--- src/rtl/scsi_cmd_regs_pkg.sv ---
package scsi_cmd_regs_pkg;
  localparam int unsigned DW = 8;

  // register addresses
  localparam logic [3:0] A_CNT_LO  = 4'd0;
  localparam logic [3:0] A_CNT_MID = 4'd1;
  localparam logic [3:0] A_FIFO    = 4'd2;
  localparam logic [3:0] A_CMD     = 4'd3;
  localparam logic [3:0] A_STAT    = 4'd4;  // write: target id
  localparam logic [3:0] A_RSN     = 4'd5;
  localparam logic [3:0] A_SEQ     = 4'd6;
  localparam logic [3:0] A_FLAGS   = 4'd7;
  localparam logic [3:0] A_CFG1    = 4'd8;
  localparam logic [3:0] A_CFG2    = 4'd11;
  localparam logic [3:0] A_CFG3    = 4'd12;
  localparam logic [3:0] A_AUX13   = 4'd13;
  localparam logic [3:0] A_CNT_HI  = 4'd14;
  localparam logic [3:0] A_AUX15   = 4'd15;

  // command codes (bits 6:0)
  localparam logic [6:0] OP_NOP      = 7'h00;
  localparam logic [6:0] OP_FLUSH    = 7'h01;
  localparam logic [6:0] OP_CHIP_RST = 7'h02;
  localparam logic [6:0] OP_BUS_RST  = 7'h03;
  localparam logic [6:0] OP_XFER     = 7'h10;
  localparam logic [6:0] OP_CMPL     = 7'h11;
  localparam logic [6:0] OP_MSG_OK   = 7'h12;
  localparam logic [6:0] OP_SET_ATN  = 7'h1A;
  localparam logic [6:0] OP_SEL      = 7'h42;
  localparam logic [6:0] OP_SEL_STOP = 7'h43;
  localparam logic [6:0] OP_EN_SEL   = 7'h44;

  typedef enum logic [3:0] {
    ACT_NONE, ACT_FLUSH, ACT_CHIP_RST, ACT_BUS_RST, ACT_XFER, ACT_CMPL,
    ACT_MSG_OK, ACT_SEL, ACT_SEL_STOP, ACT_EN_SEL, ACT_BAD
  } act_e;

  // interrupt reasons
  localparam logic [7:0] RSN_DONE = 8'h08;
  localparam logic [7:0] RSN_SVC  = 8'h10;
  localparam logic [7:0] RSN_DISC = 8'h20;
  localparam logic [7:0] RSN_BRST = 8'h80;

  // status bits
  localparam int unsigned ST_INT  = 7;
  localparam int unsigned ST_GERR = 6;
  localparam int unsigned ST_PERR = 5;
  localparam int unsigned ST_TC   = 4;
  localparam int unsigned ST_BAD  = 3;

  localparam logic [7:0] CFG1_RST   = 8'h07;
  localparam logic [7:0] CNT_HI_RST = 8'h04;
  localparam int unsigned CFG1_NOIRQ_BIT = 6;
endpackage

--- src/rtl/scsi_cmd_decode.sv ---
module scsi_cmd_decode
  import scsi_cmd_regs_pkg::*;
(
  input  logic [7:0] cmd_i,
  output act_e       act_o,
  output logic       dma_o
);
  assign dma_o = cmd_i[7];

  always_comb begin
    case (cmd_i[6:0])
      OP_NOP, OP_SET_ATN: act_o = ACT_NONE;
      OP_FLUSH:           act_o = ACT_FLUSH;
      OP_CHIP_RST:        act_o = ACT_CHIP_RST;
      OP_BUS_RST:         act_o = ACT_BUS_RST;
      OP_XFER:            act_o = ACT_XFER;
      OP_CMPL:            act_o = ACT_CMPL;
      OP_MSG_OK:          act_o = ACT_MSG_OK;
      OP_SEL:             act_o = ACT_SEL;
      OP_SEL_STOP:        act_o = ACT_SEL_STOP;
      OP_EN_SEL:          act_o = ACT_EN_SEL;
      default:            act_o = ACT_BAD;
    endcase
  end
endmodule

--- src/rtl/scsi_pio_fifo.sv ---
module scsi_pio_fifo #(
  parameter int unsigned DEPTH = 16,
  parameter int unsigned W     = 8,
  localparam int unsigned PW   = $clog2(DEPTH),
  localparam int unsigned CW   = PW + 1
) (
  input  logic          clk_i,
  input  logic          rst_ni,
  input  logic          clr_i,
  input  logic          ld_resp_i,  // load two zero bytes
  input  logic          push_i,
  input  logic [W-1:0]  din_i,
  input  logic          pop_i,
  output logic [W-1:0]  head_o,
  output logic [CW-1:0] cnt_o,
  output logic          ovr_o
);
  localparam logic [CW-1:0] LIMIT = CW'(DEPTH - 1);

  logic [W-1:0]  mem_q [DEPTH];
  logic [PW-1:0] rptr_q, wptr_q;
  logic [CW-1:0] cnt_q;
  logic          push_ok, pop_ok;

  assign push_ok = push_i && (cnt_q != LIMIT) && !clr_i && !ld_resp_i;
  assign pop_ok  = pop_i && (cnt_q != '0) && !clr_i && !ld_resp_i;
  assign ovr_o   = push_i && (cnt_q == LIMIT) && !clr_i && !ld_resp_i;
  assign head_o  = (cnt_q != '0) ? mem_q[rptr_q] : '0;
  assign cnt_o   = cnt_q;

  for (genvar i = 0; i < DEPTH; i++) begin : g_ent
    always_ff @(posedge clk_i or negedge rst_ni) begin
      if (!rst_ni)                 mem_q[i] <= '0;
      else if (ld_resp_i && i < 2) mem_q[i] <= '0;
      else if (push_ok && wptr_q == PW'(i)) mem_q[i] <= din_i;
    end
  end

  always_ff @(posedge clk_i or negedge rst_ni) begin
    if (!rst_ni) begin
      rptr_q <= '0; wptr_q <= '0; cnt_q <= '0;
    end else if (clr_i) begin
      rptr_q <= '0; wptr_q <= '0; cnt_q <= '0;
    end else if (ld_resp_i) begin
      rptr_q <= '0; wptr_q <= PW'(2); cnt_q <= CW'(2);
    end else begin
      if (push_ok) wptr_q <= wptr_q + 1'b1;
      if (pop_ok)  rptr_q <= rptr_q + 1'b1;
      if (push_ok && !pop_ok) cnt_q <= cnt_q + 1'b1;
      if (pop_ok && !push_ok) begin
        cnt_q <= cnt_q - 1'b1;
        if (cnt_q == CW'(1)) begin
          rptr_q <= '0;
          wptr_q <= '0;
        end
      end
    end
  end
endmodule

--- src/rtl/scsi_cmd_regs.sv ---
module scsi_cmd_regs
  import scsi_cmd_regs_pkg::*;
#(
  parameter int unsigned DEPTH = 16,
  parameter int unsigned ID_W  = 3,
  parameter int unsigned CNT_W = 16,
  parameter int unsigned SEQ_W = 3,
  localparam int unsigned NTGT = 1 << ID_W,
  localparam int unsigned FCW  = $clog2(DEPTH) + 1
) (
  input  logic            clk_i,
  input  logic            rst_ni,
  input  logic [3:0]      addr_i,
  input  logic [DW-1:0]   wdata_i,
  input  logic            we_i,
  input  logic            re_i,
  output logic [DW-1:0]   rdata_o,
  input  logic [NTGT-1:0] target_present_i,
  output logic            irq_o
);
  logic [CNT_W-1:0] cnt_q, cnt_d, setup_q, setup_d;
  logic [DW-1:0]    cmd_q, cmd_d, stat_q, stat_d, rsn_q, rsn_d;
  logic [DW-1:0]    cfg1_q, cfg1_d, cfg2_q, cfg2_d, cfg3_q, cfg3_d;
  logic [DW-1:0]    aux13_q, aux13_d, cnthi_q, cnthi_d, aux15_q, aux15_d;
  logic [SEQ_W-1:0] seq_q, seq_d;
  logic [ID_W-1:0]  tgt_q, tgt_d;
  logic             pend_q, pend_d;

  act_e             act;
  logic             cmd_dma, wr_cmd, cmd_ok, chip_rst, tgt_here;
  logic             f_clr, f_ld, f_push, f_pop, f_ovr;
  logic [DW-1:0]    f_head;
  logic [FCW-1:0]   f_cnt;

  scsi_cmd_decode u_dec (.cmd_i(wdata_i), .act_o(act), .dma_o(cmd_dma));

  assign wr_cmd   = we_i && (addr_i == A_CMD);
  assign cmd_ok   = wr_cmd && (act != ACT_BAD);
  assign chip_rst = cmd_ok && (act == ACT_CHIP_RST);
  assign tgt_here = target_present_i[tgt_q];
  assign f_push   = we_i && (addr_i == A_FIFO);
  assign f_pop    = re_i && (addr_i == A_FIFO);
  assign f_clr    = cmd_ok && (act inside {ACT_FLUSH, ACT_CHIP_RST, ACT_SEL, ACT_SEL_STOP});
  assign f_ld     = cmd_ok && !cmd_dma && (act inside {ACT_CMPL, ACT_MSG_OK});

  scsi_pio_fifo #(.DEPTH(DEPTH), .W(DW)) u_fifo (
    .clk_i, .rst_ni, .clr_i(f_clr), .ld_resp_i(f_ld), .push_i(f_push),
    .din_i(wdata_i), .pop_i(f_pop), .head_o(f_head), .cnt_o(f_cnt), .ovr_o(f_ovr)
  );

  always_comb begin
    cnt_d = cnt_q; setup_d = setup_q; cmd_d = cmd_q; stat_d = stat_q; rsn_d = rsn_q;
    cfg1_d = cfg1_q; cfg2_d = cfg2_q; cfg3_d = cfg3_q; aux13_d = aux13_q;
    cnthi_d = cnthi_q; aux15_d = aux15_q; seq_d = seq_q; tgt_d = tgt_q; pend_d = pend_q;

    // acknowledge on reason read
    if (re_i && addr_i == A_RSN) begin
      stat_d[ST_INT] = 1'b0; stat_d[ST_GERR] = 1'b0; stat_d[ST_PERR] = 1'b0;
    end

    if (we_i) begin
      case (addr_i)
        A_CNT_LO:  begin setup_d[7:0]  = wdata_i; stat_d[ST_TC] = 1'b0; end
        A_CNT_MID: begin setup_d[15:8] = wdata_i; stat_d[ST_TC] = 1'b0; end
        A_STAT:    tgt_d   = wdata_i[ID_W-1:0];
        A_CFG1:    cfg1_d  = wdata_i;
        A_CFG2:    cfg2_d  = wdata_i;
        A_CFG3:    cfg3_d  = wdata_i;
        A_AUX13:   aux13_d = wdata_i;
        A_CNT_HI:  cnthi_d = wdata_i;
        A_AUX15:   aux15_d = wdata_i;
        default: ;
      endcase
    end

    if (f_ovr) stat_d[ST_GERR] = 1'b1;

    if (wr_cmd && act == ACT_BAD) stat_d[ST_BAD] = 1'b1;

    if (cmd_ok) begin
      cmd_d = wdata_i;
      if (cmd_dma) cnt_d = setup_q;
      case (act)
        ACT_FLUSH: begin rsn_d = RSN_DONE; seq_d = '0; end
        ACT_BUS_RST: begin
          rsn_d = RSN_BRST;
          if (!cfg1_q[CFG1_NOIRQ_BIT]) stat_d[ST_INT] = 1'b1;
        end
        ACT_XFER: begin
          stat_d[ST_TC] = 1'b0;
          if (pend_q) begin
            pend_d = 1'b0; rsn_d = RSN_DONE | RSN_SVC;
            seq_d = SEQ_W'(4); stat_d[ST_INT] = 1'b1;
          end
        end
        ACT_CMPL: begin
          rsn_d = RSN_DONE; stat_d[2:0] = 3'd7; stat_d[ST_INT] = 1'b1;
          if (cmd_dma) stat_d[ST_TC] = 1'b1;
        end
        ACT_MSG_OK: begin
          rsn_d = RSN_DISC; seq_d = '0; stat_d[ST_INT] = 1'b1;
          if (cmd_dma) begin stat_d[ST_TC] = 1'b1; stat_d[2:0] = 3'd3; end
        end
        ACT_SEL, ACT_SEL_STOP: begin
          if (!tgt_here) begin
            stat_d = stat_q & (DW'(1) << ST_BAD);
            stat_d[ST_INT] = 1'b1;
            rsn_d = RSN_DISC; seq_d = '0; pend_d = 1'b0;
          end else begin
            rsn_d = RSN_DONE | RSN_SVC; seq_d = SEQ_W'(4); stat_d[ST_INT] = 1'b1;
            pend_d = (act == ACT_SEL_STOP);
            if (act == ACT_SEL_STOP) begin stat_d[ST_TC] = 1'b1; stat_d[2:0] = 3'd2; end
          end
        end
        ACT_EN_SEL: rsn_d = '0;
        default: ;
      endcase
    end

    if (chip_rst) begin
      cnt_d = '0; setup_d = '0; cmd_d = '0; stat_d = '0; rsn_d = '0;
      cfg1_d = CFG1_RST; cfg2_d = '0; cfg3_d = '0; aux13_d = '0;
      cnthi_d = CNT_HI_RST; aux15_d = '0; seq_d = '0; tgt_d = '0; pend_d = 1'b0;
    end
  end

  always_ff @(posedge clk_i or negedge rst_ni) begin
    if (!rst_ni) begin
      cnt_q <= '0; setup_q <= '0; cmd_q <= '0; stat_q <= '0; rsn_q <= '0;
      cfg1_q <= CFG1_RST; cfg2_q <= '0; cfg3_q <= '0; aux13_q <= '0;
      cnthi_q <= CNT_HI_RST; aux15_q <= '0; seq_q <= '0; tgt_q <= '0; pend_q <= 1'b0;
    end else begin
      cnt_q <= cnt_d; setup_q <= setup_d; cmd_q <= cmd_d; stat_q <= stat_d; rsn_q <= rsn_d;
      cfg1_q <= cfg1_d; cfg2_q <= cfg2_d; cfg3_q <= cfg3_d; aux13_q <= aux13_d;
      cnthi_q <= cnthi_d; aux15_q <= aux15_d; seq_q <= seq_d; tgt_q <= tgt_d; pend_q <= pend_d;
    end
  end

  always_comb begin
    case (addr_i)
      A_CNT_LO:  rdata_o = cnt_q[7:0];
      A_CNT_MID: rdata_o = cnt_q[15:8];
      A_FIFO:    rdata_o = f_head;
      A_CMD:     rdata_o = cmd_q;
      A_STAT:    rdata_o = stat_q;
      A_RSN:     rdata_o = rsn_q;
      A_SEQ:     rdata_o = DW'(seq_q);
      A_FLAGS:   rdata_o = DW'(f_cnt);
      A_CFG1:    rdata_o = cfg1_q;
      A_CFG2:    rdata_o = cfg2_q;
      A_CFG3:    rdata_o = cfg3_q;
      A_AUX13:   rdata_o = aux13_q;
      A_CNT_HI:  rdata_o = cnthi_q;
      A_AUX15:   rdata_o = aux15_q;
      default:   rdata_o = '0;
    endcase
  end

  assign irq_o = stat_q[ST_INT];
endmodule

--- config.mk ---
export PLATFORM = sky130hd
export DESIGN_NAME = scsi_cmd_regs
export DESIGN_NICKNAME = d
export VERILOG_FILES = /design/src/rtl/scsi_cmd_regs_pkg.sv /design/src/rtl/scsi_cmd_decode.sv /design/src/rtl/scsi_pio_fifo.sv /design/src/rtl/scsi_cmd_regs.sv
export SDC_FILE = /design/constraint.sdc
export NUM_CORES = 1
export LEC_CHECK = 0
export ABC_CLOCK_PERIOD_IN_PS = 4670
export BUFFER_PORTS_ARGS = -buffer_cell sky130_fd_sc_hd__buf_2
export CORE_AREA = 2 2 152 154
export CTS_CLUSTER_DIAMETER = 50
export DETAILED_ROUTE_END_ITERATION = 8
export DIE_AREA = 0 0 154 156
export PLACE_DENSITY = 0.8
export SLEW_MARGIN = 15
export SYNTH_ARGS = -nofsm -noshare
export SYNTH_HDL_FRONTEND = slang
export SYNTH_SLANG_ARGS = --single-unit
--- constraint.sdc ---
create_clock -name clk_i -period 4.67 [get_ports clk_i]
set_input_delay 0.934 -clock clk_i [delete_from_list [all_inputs] [get_ports clk_i]]
set_output_delay 0.934 -clock clk_i [all_outputs]
set_load 0.02 [all_outputs]
; Word-level counts from Yosys, hierarchy flattened
; Index checks and enable logic that the tools add are counted.
[classes]
n_addsub = 4
div = 0
mux = 92
n_bitwise = 1
eq_ne = 56
n_lt_le_gt_ge = 2
n_shift = 0
n_reduce_logical = 88
mul = 0
[ops]
columns = operator, n
row1 = 2-to-1 mux 8 bit, 34
row2 = case mux 8 bit (14 select lines), 1
row3 = 2-to-1 mux 16 bit, 5
row4 = == test 4 bit (second input constant), 17
row5 = == test 4 x 3 -> 1 bit (second input constant), 12
row6 = case mux 8 bit (6 select lines), 1
row7 = 2-to-1 mux 4 bit, 10
row8 = case mux 4 bit (10 select lines), 1
row9 = logical AND 1 bit, 37
row10 = 2-to-1 mux 3 bit, 11
row11 = binary-select mux 8 bit (select 4 bit), 1
row12 = nonzero test 2 bit, 15
row13 = == test 7 x 5 -> 1 bit (second input constant), 4
row14 = == test 4 x 2 -> 1 bit (second input constant), 6
row15 = AND reduction 2 bit, 11
row16 = == test 7 bit (second input constant), 3
row17 = 2-to-1 mux 5 bit, 4
row18 = case mux 3 bit (3 select lines), 2
row19 = nonzero test 4 bit, 4
row20 = 2-to-1 mux 1 bit, 15
row21 = == test 7 x 2 -> 1 bit (second input constant), 2
row22 = == test 4 x 1 -> 1 bit (second input constant), 3
row23 = inequality test 4 bit (second input constant), 3
row24 = OR reduction 2 bit, 6
row25 = 25 further kinds, 35
[totals]
out_inout_bits = 9
n_memories = 0
ram_bits = 0
regBits = 252
elab_cells = 279
input_bits = 24
mem_bits_ro = 0
latch_bits = 0

; Depth between registers and ports, before layout
[depth]
depth_word = 15
mapped_depth = 11
mapped_depth_nobuf = 10

; Hierarchy
; Synthesis repeated with hierarchy kept, for this count alone.
[hier_totals]
cells_unflattened = 1155
hier_area_um2 = 12918.6
[by_module_without_submodules]
columns = mod, area_each_um2, n_inst, cells_each, seq_area_each_um2
row1 = scsi_pio_fifo, 6771.5, 1, 486, 3528.4
row2 = scsi_cmd_regs, 5985.7, 1, 647, 2632.5
row3 = scsi_cmd_decode, 161.4, 1, 22, 0.0

; Worst setup path after synthesis
; No wires, ideal clock.
[synth_path]
path_type = input to output
startpoint = in addr_i[2]
endpoint = out rdata_o[7]
cell_stages = 6
required_time_ps = 3736
n_path_buf = 2
slack_ps = 1199
arrival_time_ps = 2537
path_cell_list = buf_1 clkbuf_1 mux2_2 a32o_1 a221oi_1 o211ai_1
[synth_via]
elab_chain_len = 2
[synth_rtl]
columns = element, line
row1 = from (decl), scsi_cmd_regs.sv:13  ; input logic [3:0] addr_i,
row2 = == test 4 bit (tied with other cells), scsi_cmd_regs.sv:140  ; case (addr_i)
row3 = case mux 8 bit (14 select lines) (*), scsi_cmd_regs.sv:140
row4 = to (decl), scsi_cmd_regs.sv:17  ; output logic [DW-1:0] rdata_o,
; Mark *: on every way between the ends. The rest lies on a longest branch, timed or not.

; Worst setup path after layout
[layout_path]
startpoint = reg u_fifo.rptr_q[0]
endpoint = out rdata_o[6]
[layout_via]
elab_chain_len = 6
[layout_rtl]
columns = element, line
row1 = from (decl), scsi_pio_fifo.sv:21  ; logic [PW-1:0] rptr_q, wptr_q;
row2 = from (signal assigned), scsi_pio_fifo.sv:48  ; if (pop_ok) rptr_q <= rptr_q + 1'b1;
row3 = inverter 4 -> 5 bit (implied by the code), scsi_pio_fifo.sv:28  ; assign head_o = (cnt_q != '0) ? mem_q[rptr_q] : '0;
row4 = binary-select mux 8 bit (select 4 bit), scsi_pio_fifo.sv:28
row5 = 2-to-1 mux 8 bit (implied by the code) (2 in series), scsi_pio_fifo.sv:28
row6 = 2-to-1 mux 8 bit, scsi_pio_fifo.sv:28
row7 = case mux 8 bit (14 select lines), scsi_cmd_regs.sv:140
; No other way between the ends. The select of a mux whose other input is x is not followed.

==> impl_summary.txt <==
----------------------------------------------------
[Status]
  Outcome ... finished clean

[Power]
  Worst vdd rail ir drop ... 0.2808 mV
  Power consumption ... 6.038 mW
  Cell leakage power ... 6.248 nW
  PD cells ... 448.8 nW/µm²

[Hold path]
  Hold Path Class ... in -> async

[Die]
  Core Footprint ... 22,370 µm²
  Floorplan die area ... 24,020 µm²
  Initial cell density of the core ... 54.11%
  Top-level I/O count ... 33
  Width of the die ... 154 µm
  Number of rows created at floorplan ... 55
  Chip Height ... 156 µm

[Global routing]
  Global-route wire length before repair ... 50,500 µm
  Largest net degree at the start of global routing ... 126
  Overall fraction of global-route tracks in use ... 26.94%
  Leftover overflow at the end of global routing ... 0
  Number of antenna violations at the first check in global routing ... 0
  Number of global-route vias before repair ... 8,983

[CTS]
  Buffers inserted during post-CTS setup optimization ... 0
  Number of buffers created by CTS ... 29
  Worst-case clock buffer depth ... 3
  Post-CTS clock slew at the launch and capture registers of the worst setup and hold paths ... 0.06 ns
  H-tree lvl count ... 1
  CTS tree ... built
  Post-CTS sizing ... 0
  Count of hold buffers inserted by post-cts repair ... 0
  Root buffer cell ... sky130_fd_sc_hd__clkbuf_16
  CTS sink cnt ... 246
  Clock latency at the later pin of the worst-skew pair ... 0.55 ns

[Cells and area]
  Area of the multi-input gates ... 5597 µm²
  Layout area overhead ... 11.17%
  Cell area after layout ... 13,450 µm²
  Filler instances ... 1,693
  Seq. cell area ... 6162 µm²
  Fraction of final layout cells sized beyond drive strength 1 ... 28.24%
  Antenna diode count ... 0
  Most common cell after layout, fill and taps aside ... sky130_fd_sc_hd__dfrtp_1
  Leading cell types in the layout, fill and taps excluded ... sky130_fd_sc_hd__dfrtp_1 (241), sky130_fd_sc_hd__mux2_2 (163), sky130_fd_sc_hd__nand2_1 (119)
  Net count reported at finish ... 1,092

[Route]
  Router iterations before antenna repair ... 7
  Post-detailed-route wirelength per cell ... 23.39 µm
  Post-DRT Antenna Nets ... 0
  Overall routed net length ... 31,930 µm
  DRC violations left ... 0
  Vias ... 8,767
  Via/cell ratio ... 6.423
  Iteration-0 DRC count of the detailed router ... 1,004

[Job]
  Number of violations of the max-capacitance limit ... 0

[Yosys]
  #FFs+latches synth ... 246
  Number of enable-type register cells in the synthesized netlist ... 0
  Sequential cell area fraction in the yosys report ... 50.90%
  Netlist area before placement ... 12,100 µm²
  Total number of yosys warnings ... 0
  Gate Count Post-Synth ... 1,053
  Primary flip-flop cell chosen by synthesis mapping ... sky130_fd_sc_hd__dfrtp_1
  Number of distinct library cell variants in the gate-level netlist after synthesis ... 75
  Avg Inst Size Synth ... 11.49 µm²
  Share of async-settable or async-resettable flops after synthesis ... 100.0%
  Net Count, Synth ... 1,087

[Critical path]
  Max incr delay on CP ... 0.67 ns
  Required time reported for the critical path endpoint ... 3.74 ns
  Ordered list of cells on the worst path ... buf_4, mux2i_1, a221oi_1, o21ai_0, a21oi_1, a2111o_1, buf_2
  CP max FO ... 15
  Number of buffers and inverters on the critical path ... 2
  Largest delay share family, worst path ... compound AO/OA/AOI/OAI gates
  Critical path endpoint category ... output pin
  Element type at the critical path start ... flip-flop
  Critical path class ... reg -> out
  Arrival time of the worst setup path ... 3.27 ns
  Master of the slowest instance on the critical path ... sky130_fd_sc_hd__a221oi_1

[Placed design]
  Final weighted congestion in routability-driven placement ... 1.048
  Count of buffers from port buffering ... 32
  Placed instance area ... 12,470 µm²
  Placed wire-length estimate ... 21,100 µm

[Timing]
  Min Hold Slack ... 0.4708 ns
  Post-Route Setup TNS ... 0 ns
  Highest clock frequency the design can meet ... 237.9 MHz
  Slew at the pin closest to its max-slew limit ... 1.048 ns
  Worst slew slack as a fraction of its limit ... 29.69%
  Number of setup violations in the final report ... 0
  Final number of max-transition violations ... 0
  Total count of hold-check failures in the final report ... 0
  Setup repair after global routing missed its margin ... no
  Post-layout min period ... 4.204 ns
  Final worst-path cycle share ... 90.02%
  Fin Clk Skew ... 0.02617 ns

----------------------------------------------------
kinds of logic after synthesis:
| group | after synthesis | synth area share (%) |
|---|---|---|
| xor+xnor | 12 | 0.8684 |
| flops | 246 | 50.90 |
| mux | 225 | 22.33 |
| compound gates | 210 | 11.36 |
| fa+ha+maj | 10 | 1.034 |
| buf+inv | 87 | 2.853 |
| simple gates | 263 | 10.65 |
cells in the mapped netlist (4+ instances only):
library cell / instances / share of area [%]
sky130_fd_sc_hd__mux2i_1: 36 / 3.0
sky130_fd_sc_hd__dfrtp_1: 242 / 50
sky130_fd_sc_hd__nand2_1: 119 / 3.7
sky130_fd_sc_hd__a22oi_1: 15 / 0.93
sky130_fd_sc_hd__mux2_2: 163 / 15
sky130_fd_sc_hd__o22ai_1: 10 / 0.52
sky130_fd_sc_hd__and2_1: 7 / 0.36
sky130_fd_sc_hd__inv_1: 13 / 0.40
sky130_fd_sc_hd__mux4_2: 19 / 3.5
sky130_fd_sc_hd__ha_1: 10 / 1.0
sky130_fd_sc_hd__dfstp_2: 4 / 0.87
sky130_fd_sc_hd__nor2b_1: 8 / 0.41
sky130_fd_sc_hd__nand3_1: 15 / 0.62
sky130_fd_sc_hd__nor3b_1: 4 / 0.25
sky130_fd_sc_hd__clkbuf_1: 60 / 1.9
sky130_fd_sc_hd__a221oi_1: 13 / 0.94
sky130_fd_sc_hd__o21ai_0: 67 / 2.8
sky130_fd_sc_hd__buf_1: 6 / 0.19
sky130_fd_sc_hd__xnor2_1: 5 / 0.36
sky130_fd_sc_hd__xor2_1: 7 / 0.51
sky130_fd_sc_hd__and3_1: 10 / 0.52
sky130_fd_sc_hd__a22o_1: 18 / 1.3
sky130_fd_sc_hd__a31oi_1: 4 / 0.21
sky130_fd_sc_hd__o21ai_1: 8 / 0.33
sky130_fd_sc_hd__a21oi_1: 36 / 1.5
sky130_fd_sc_hd__mux2_1: 7 / 0.65
sky130_fd_sc_hd__nand2b_1: 5 / 0.26
sky130_fd_sc_hd__or3_1: 4 / 0.21
sky130_fd_sc_hd__nor3_1: 8 / 0.33
sky130_fd_sc_hd__o21a_1: 4 / 0.25
sky130_fd_sc_hd__nor2_1: 53 / 1.6
sky130_fd_sc_hd__buf_2: 6 / 0.25
registers in the layout, indices dropped and copies added, names as in the netlist:
register       cells
cnthi_q            8
cfg2_q             8
aux13_q            8
u_fifo.rptr_q      4
setup_q           16
aux15_q            8
cmd_q              8
tgt_q              3
u_fifo.cnt_o       5
u_fifo.wptr_q      4
u_fifo.mem_q     128
seq_q              1
rsn_q              4
pend_q             1
cfg1_q             8
stat_q             8
cnt_q             16
cfg3_q             8
layout make-up:
class,count,share of cell area (%)
clock inverter,14,1.144
timing repair buffer,48,2.251
sequential,246,45.80
tap,285,2.650
multi-input combinational,720,41.60
clock buffer,39,6.194
inverter,13,0.3627
metrics by stage:
step	cells	setup slack, ns	util, %
after floorplan	1053	1.199	-
after global placement	1312	0.8338	55.74
after detailed placement	1312	0.8342	55.74
after CTS	1365	0.4734	60.16
after global routing	1365	0.3811	60.16
final	1365	0.4663	60.16
report_power, final:
part | internal, mW | switching, mW | leakage [nW]
Clock | 1.37 | 0.926 | 0.477
Combinational | 0.497 | 0.581 | 2.49
Sequential | 2.41 | 0.253 | 3.28
Total | 4.28 | 1.76 | 6.25
final timing paths:
check,endpoint,from,slack (ns),cells after the start
worst min register to register,cfg1_q[2],cfg1_q[2],0.48,2
worst max-delay path,rdata_o[6],u_fifo.rptr_q[0],0.47,7
worst min-delay path,tgt_q[0],rst_ni,0.47,1
worst max register to register,u_fifo.mem_q[37],u_fifo.cnt_o[0],1.60,7
min in group clk_i,cfg1_q[2],cfg1_q[2],0.48,2
max in group asynchronous,cfg1_q[1],rst_ni,3.23,2
worst reg2reg max path, delay by kind of cell (launching register included):
| kind | cells | cell delay [ns] |
|---|---|---|
| fa+ha+maj | 2 | 0.49 |
| flops | 1 | 0.49 |
| mux | 1 | 0.42 |
| simple gates | 4 | 1.54 |
per-layer routing:
| layer | vias up | routed length (µm) | part of all wire [%] | GRT usage, % |
|---|---|---|---|---|
| met2 | 394 | 15330 | 48 | 45.04 |
| met1 | 4444 | 12970 | 41 | 35.20 |
| met4 | 0 | 1478 | 4.6 | 12.06 |
| li1 | 3838 | - | - | - |
| met5 | - | 0 | 0 | 0 |
| met3 | 91 | 2149 | 6.7 | 3.861 |
Power figures use the tool's default switching activity.
